$ cat config.mk
export PLATFORM = sky130hd
export DESIGN_NAME = kbd_disp_ctrl
export DESIGN_NICKNAME = d
export VERILOG_FILES = /design/src/rtl/kbd_disp_ctrl.sv
export SDC_FILE = /design/constraint.sdc
export NUM_CORES = 1
export LEC_CHECK = 0
export ABC_AREA = 1
export BUFFER_PORTS_ARGS = -buffer_cell sky130_fd_sc_hd__clkbuf_2
export CAP_MARGIN = 20
export CORE_ASPECT_RATIO = 1.1
export CORE_MARGIN = 2
export CORE_UTILIZATION = 54
export CTS_CLUSTER_SIZE = 25
export DETAILED_ROUTE_END_ITERATION = 8
export GPL_ROUTABILITY_DRIVEN = 0
export PLACE_DENSITY = 0.7
export SLEW_MARGIN = 20
export SYNTH_ARGS = -nofsm -noshare
export SYNTH_HDL_FRONTEND = slang
export SYNTH_SLANG_ARGS = --single-unit
$ cat constraint.sdc
create_clock -name clk -period 23.9 [get_ports clk]
set_clock_uncertainty 0.1 [all_clocks]
set_input_delay 2.39 -clock clk [delete_from_list [all_inputs] [get_ports clk]]
set_output_delay 2.39 -clock clk [all_outputs]
set_load 0.005 [all_outputs]
$ cat src/rtl/kbd_disp_ctrl.sv
module kbd_disp_ctrl #(
  parameter int SCAN_DIV   = 4,
  parameter int FIFO_DEPTH = 8
) (
  input  logic       clk,
  input  logic       rst,
  input  logic       cs_n,
  input  logic       rd_n,
  input  logic       wr_n,
  input  logic       a0,
  input  logic [7:0] din,
  output logic [7:0] dout,
  output logic       irq,
  output logic [3:0] scan,
  input  logic [7:0] ret,
  input  logic       shift_key,
  input  logic       ctrl_key,
  output logic [3:0] disp_hi,
  output logic [3:0] disp_lo,
  output logic       blank
);
  localparam int PW = $clog2(FIFO_DEPTH);
  localparam int CW = $clog2(FIFO_DEPTH + 1);
  localparam int DW = $clog2(SCAN_DIV);

  logic [3:0] mode;   // [0] decoded [1] strobed [2] sixteen digits [3] right entry
  logic [3:0] addr, sc;
  logic [DW-1:0] div;
  logic [7:0] ram [16];
  logic [7:0] prev [8];
  logic [7:0] rep [8];
  logic [7:0] fifo [FIFO_DEPTH];
  logic [PW-1:0] wp, rp;
  logic [CW-1:0] cnt;
  logic ovr, stb_q;
  logic [2:0] col;

  wire wr_cmd   = !cs_n && !wr_n && a0;
  wire wr_dat   = !cs_n && !wr_n && !a0;
  wire rd_st    = !cs_n && !rd_n && a0;
  wire rd_dat   = !cs_n && !rd_n && !a0;
  wire [4:0] ndig  = mode[0] ? 5'd4 : (mode[2] ? 5'd16 : 5'd8);
  wire [3:0] dmask = 4'(ndig - 5'd1);
  wire slot_end = (div == DW'(SCAN_DIV - 1));
  wire [2:0] row = mode[0] ? {1'b0, sc[1:0]} : sc[2:0];
  wire [7:0] fresh = ret & prev[row] & ~rep[row];
  wire [7:0] pick  = fresh & (~fresh + 8'd1);
  wire full     = (cnt == CW'(FIFO_DEPTH));
  wire push     = mode[1] ? (stb_q && !ctrl_key) : (slot_end && (|fresh));
  wire do_push  = push && !full;
  wire pop      = rd_dat && (cnt != '0);
  wire [7:0] pdata = mode[1] ? ret : {ctrl_key, shift_key, row, col};

  always_comb begin
    col = 3'd0;
    for (int i = 7; i >= 0; i--)
      if (fresh[i]) col = 3'(i);
  end

  assign scan    = mode[0] ? (4'b0001 << sc[1:0]) : sc;
  assign blank   = (div == '0);
  assign disp_hi = ram[sc][7:4];
  assign disp_lo = ram[sc][3:0];
  assign irq     = (cnt != '0);
  assign dout    = a0 ? {ovr, 7'(cnt)} : fifo[rp];

  // scan counter and key history
  always_ff @(posedge clk or posedge rst) begin
    if (rst) begin
      div <= '0;
      sc  <= '0;
      for (int r = 0; r < 8; r++) begin
        prev[r] <= '0;
        rep[r]  <= '0;
      end
    end else begin
      div <= slot_end ? '0 : div + 1'b1;
      if (slot_end) begin
        sc <= (sc >= dmask) ? 4'd0 : sc + 4'd1;
        if (!mode[1]) begin
          prev[row] <= ret;
          rep[row]  <= (rep[row] & ret) | pick;
        end
      end
    end
  end

  // host registers and queue
  always_ff @(posedge clk or posedge rst) begin
    if (rst) begin
      mode  <= '0;
      addr  <= '0;
      wp    <= '0;
      rp    <= '0;
      cnt   <= '0;
      ovr   <= 1'b0;
      stb_q <= 1'b1;
      for (int k = 0; k < FIFO_DEPTH; k++) fifo[k] <= '0;
    end else begin
      stb_q <= ctrl_key;
      if (wr_cmd && din[7:4] == 4'h0) mode <= din[3:0];
      if (wr_cmd && din[7:4] == 4'h8) addr <= din[3:0];
      else if (wr_dat && !mode[3]) addr <= (addr + 4'd1) & dmask;
      if (do_push) begin
        fifo[wp] <= pdata;
        wp <= wp + 1'b1;
      end
      if (pop) rp <= rp + 1'b1;
      cnt <= cnt + CW'(do_push) - CW'(pop);
      if (push && full) ovr <= 1'b1;
      else if (rd_st) ovr <= 1'b0;
    end
  end

  // display RAM
  always_ff @(posedge clk or posedge rst) begin
    if (rst) begin
      for (int j = 0; j < 16; j++) ram[j] <= '0;
    end else if (wr_dat) begin
      if (!mode[3]) ram[addr] <= din;
      else begin
        for (int j = 0; j < 15; j++)
          if (5'(j) < ndig - 5'd1) ram[j] <= ram[j + 1];
        ram[dmask] <= din;
      end
    end
  end

  assert_count_bound_R2: assert property (@(posedge clk) disable iff (rst)
    cnt <= CW'(FIFO_DEPTH));
  assert_full_push_ovr_R8: assert property (@(posedge clk) disable iff (rst)
    (full && push) |=> ovr);
  assert_ovr_sticky_R8: assert property (@(posedge clk) disable iff (rst)
    (ovr && !rd_st) |=> ovr);
  assert_status_clear_R3: assert property (@(posedge clk) disable iff (rst)
    (rd_st && !push) |=> !ovr);
  assert_blank_on_step_R13: assert property (@(posedge clk) disable iff (rst)
    !$stable(sc) |-> blank);
  assert_decoded_onehot_R12: assert property (@(posedge clk) disable iff (rst)
    mode[0] |-> $onehot(scan));
  assert_addr_advance_R9: assert property (@(posedge clk) disable iff (rst)
    (wr_dat && !mode[3] && !wr_cmd) |=> addr == (($past(addr) + 4'd1) & $past(dmask)));
endmodule

==> impl_results.md <==
* TNS Setup at 0 ns
* Proportion of synthesized area in mux cells at 0%
* Resized Gates After CTS at 0
* DR DRC count at 0
* Mapped Nets at ~2400
* Clock transition at the registers of the reported paths at 0.06 ns
* Worst EP arrival at 3.68 ns
* Top-level I/O count at 46
* Final Cycle Share at 25.8%
* Total number of placement rows at 70
* Top FF cell, synth: sky130_fd_sc_hd__dfrtp_1
* Transition time of the tightest slew-check pin at between 1 and 1.5 ns
* CTS Hold Buffers Added at 0
* Simple-gate area share of the yosys netlist at about a fifth
* Worst Setup Slack post-DPL at 18.15 ns
* Main combinational cell family by area after synthesis: simple AND/OR/NAND/NOR gates
* Total global routing overflow at 0
* Total count of max-transition violations in the final report at 0
* Post-DRT Antenna Nets at 0
* CTS tree: built
* Antenna violations before repair at 0
* Number of iterations in the first detailed-routing pass at 8
* Average instance area after synthesis at about 7.7 um2
* Biggest fanout along the worst timing path at 70
* Fraction of synthesized cell area taken by the top area cell type at 47.8%
* Clock buffers created by TritonCTS at 40
* Number of max-capacitance violations reported at 0
* Via density at 5.84
* Net total in the final layout at 2378
* Die Footprint at 0.0349 mm2
* Number of stages on the worst hold path at 1
* Root Buffer: sky130_fd_sc_hd__clkbuf_16
* Wire length after detailed routing at ~50000 um
* Register bit total from synthesis at 346
* Number of standard cells in the final layout excluding fillers at around 2800
* Average detailed-routed wire length per instance at ~18 um
* Global-route wire length before repair at ~83000 um
* Die Height at ~200 um
* Startpoint-to-endpoint class of the critical path: flip-flop to primary output
* Final setup margin at between 15 and 20 ns
* Clock latency at the later pin of the worst-skew pair at 0.53 ns
* Core footprint at 0.0331 mm2
* Distinct cell type count after synthesis at 39
* Post-route minimum period at 6.17 ns
* TritonCTS sink count at 346
* H-Tree Depth at 2
* F_max at 162 MHz
* Worst max-slew margin expressed relative to the limit at between 20% and 30%
* XOR/XNOR share of the synthesized area at less than 1%
* Cells taking the most area after synthesis: sky130_fd_sc_hd__dfrtp_1 (48%), sky130_fd_sc_hd__nand2_1 (13%), sky130_fd_sc_hd__o21ai_0 (9.8%)
* Area Growth Syn to Fin at 9.61%
* Adder-cell share of the synthesized area at under 10%
* Launch point of the critical path: sc[0]
* Most area-hungry cell type in the Yosys netlist: sky130_fd_sc_hd__dfrtp_1
* Startpoint kind of the worst setup timing path: flip-flop
* Warning count from the yosys run at 0
* Floorplan die width at 178 um
* Fraction of power consumed by sequential logic at between 30% and 40%
* Number of hold violations in the final report at 0
* Ys async rst share at 100%
* Leakage Power at 9.28 nW
* Initial Util at between 50% and 60%
* Number of global-route vias before repair at 15675
* Data required time at the worst endpoint at about 21 ns
* Combinational fraction of design power at 38.9%
* Layout cells sized above 1 at 7.46%
* Number of post-CTS setup repair buffers at 0
* Type of the worst min-delay path: flip-flop to flip-flop
* Worst hold path startpoint: div[0]
* Highest ir drop seen on vdd at around 0.000074 V
* Final-report setup violation count at 0
* Netlist area before placement at 0.0181 mm2
* Maximum number of pins on one net before global-route repair at 180
* Outcome: finished, final reports clean
* Cell internal power dissipation at approximately 1.6 mW
* Power density over cell area at ~130 mW/mm2
* Crit Reg-Reg Startpoint: sc[0]
* Kind of capture point of the worst setup path: primary output
* Post-synth top cells: sky130_fd_sc_hd__nand2_1 (603), sky130_fd_sc_hd__o21ai_0 (354), sky130_fd_sc_hd__dfrtp_1 (345), sky130_fd_sc_hd__inv_1 (264), sky130_fd_sc_hd__nand3_1 (135)
* Synth Area in Compound Gates at between 20% and 30%
* Count leader, synth: sky130_fd_sc_hd__nand2_1
* Clock group share of total power at 23.4%
* Worst-case clock buffer depth at 3
* Number of synthesized flops with an enable pin at 0
* Number of antenna diodes at 0
* Net switching share of the total power at 41.7%
* Detailed-route via count at between 15000 and 20000
* Final cell utilization of the core at around three fifths
* RSZ-0062 raised after global routing: no
* Global-route usage over all layers at 29.8%
* Number of buffers added on ports at 45
* Post-DP Area at 0.0184 mm2
* Post-synthesis cell count at 2358
* Sequential fraction of the synthesis area at 48.0%
* Post-Layout Inst Area at a little under 0.02 mm2
* Final HPWL from detailed placement at 32800 um
* Worst Reg-to-Reg Cells at 18
* Iteration-0 DRC Markers at around 1700
* Cells after DPL at 2719
* Net Switching at roughly 1.1 mW
==> flip-flops by register name, summed over array words and instances (netlist names), 4 cells and up <==
name	flops
ram	128
mode	4
rep	64
prev	64
addr	4
sc	4
fifo	64
cnt	4
==> per-stage QoR <==
stage / hold slack (ns) / total power, mW
global placement: 0.337 / 1.99
global route: 0.379 / 2.86
finish: 0.364 / 2.66
detailed placement: 0.354 / 2.02
CTS: 0.369 / 2.66
floorplan: 0.324 / 1.70
==> area by class of cell <==
| cell class | instances | area [um2] |
|---|---|---|
| clock buffer | 53 | 1140 |
| timing repair buffer | 66 | 419 |
| multi-input combinational | 1602 | 7780 |
| inverter | 276 | 1040 |
| clock inverter | 17 | 194 |
| tap | 432 | 541 |
| fill | 3013 | 13300 |
| sequential | 346 | 8660 |
==> layer usage <==
layer	vias up	track usage, %	part of all wire, %
li1	7707	-	-
met1	7789	39.3	41
met2	667	48.3	47
met3	149	4.77	7.1
met4	0	13.6	4.3
met5	-	0	0
==> critical path, cell delays in order (launching register included) <==
cell and delay, ns:
sky130_fd_sc_hd__dfrtp_4 0.91, sky130_fd_sc_hd__clkinv_2 0.83, sky130_fd_sc_hd__buf_4 0.60, sky130_fd_sc_hd__a21oi_1 0.19, sky130_fd_sc_hd__o21ai_0 0.13, sky130_fd_sc_hd__nand3_1 0.12
sky130_fd_sc_hd__nand3_1 0.09, sky130_fd_sc_hd__nand2_1 0.14, sky130_fd_sc_hd__clkbuf_2 0.13
==> cells in the final DEF, fill, tap and decap left out, drive strengths merged, types with 7 or more instances in the layout <==
master / n
nor2: 131
o22ai: 90
inv: 270
clkinv: 18
a21oi: 120
clkbuf: 99
ha: 21
nand3: 146
o211ai: 20
o21ai: 413
buf: 20
a22oi: 7
nand2: 610
dfrtp: 345
o221ai: 18
==> final timing paths <==
path | slack, ns | to
worst max-delay path | 17.73 | disp_hi[3]
worst min-delay path | 0.36 | div[0]
worst max register to register | 18.81 | cnt[2]
worst min register to register | 0.36 | div[0]
max in group asynchronous | 20.40 | prev[49]
min in group asynchronous | 1.87 | ram[87]
==> logic make-up (layout without fill, tap and decap cells) <==
kind of cell | after synthesis | after routing
compound gates | 673 | 673
flops | 346 | 346
xor+xnor | 8 | 8
simple gates | 899 | 899
buf+inv | 410 | 412
fa+ha+maj | 22 | 22
==> power groups by stage <==
stage,Combinational [mW],Sequential (mW),Clock [mW]
after detailed placement,1.02,1.01,0
after floorplan,0.763,0.941,0
after CTS,1.02,0.999,0.633
final,1.04,1.00,0.624
after global routing,1.17,1.03,0.660
after global placement,0.993,0.999,0
Note: power is estimated with default switching activity, not from simulation.
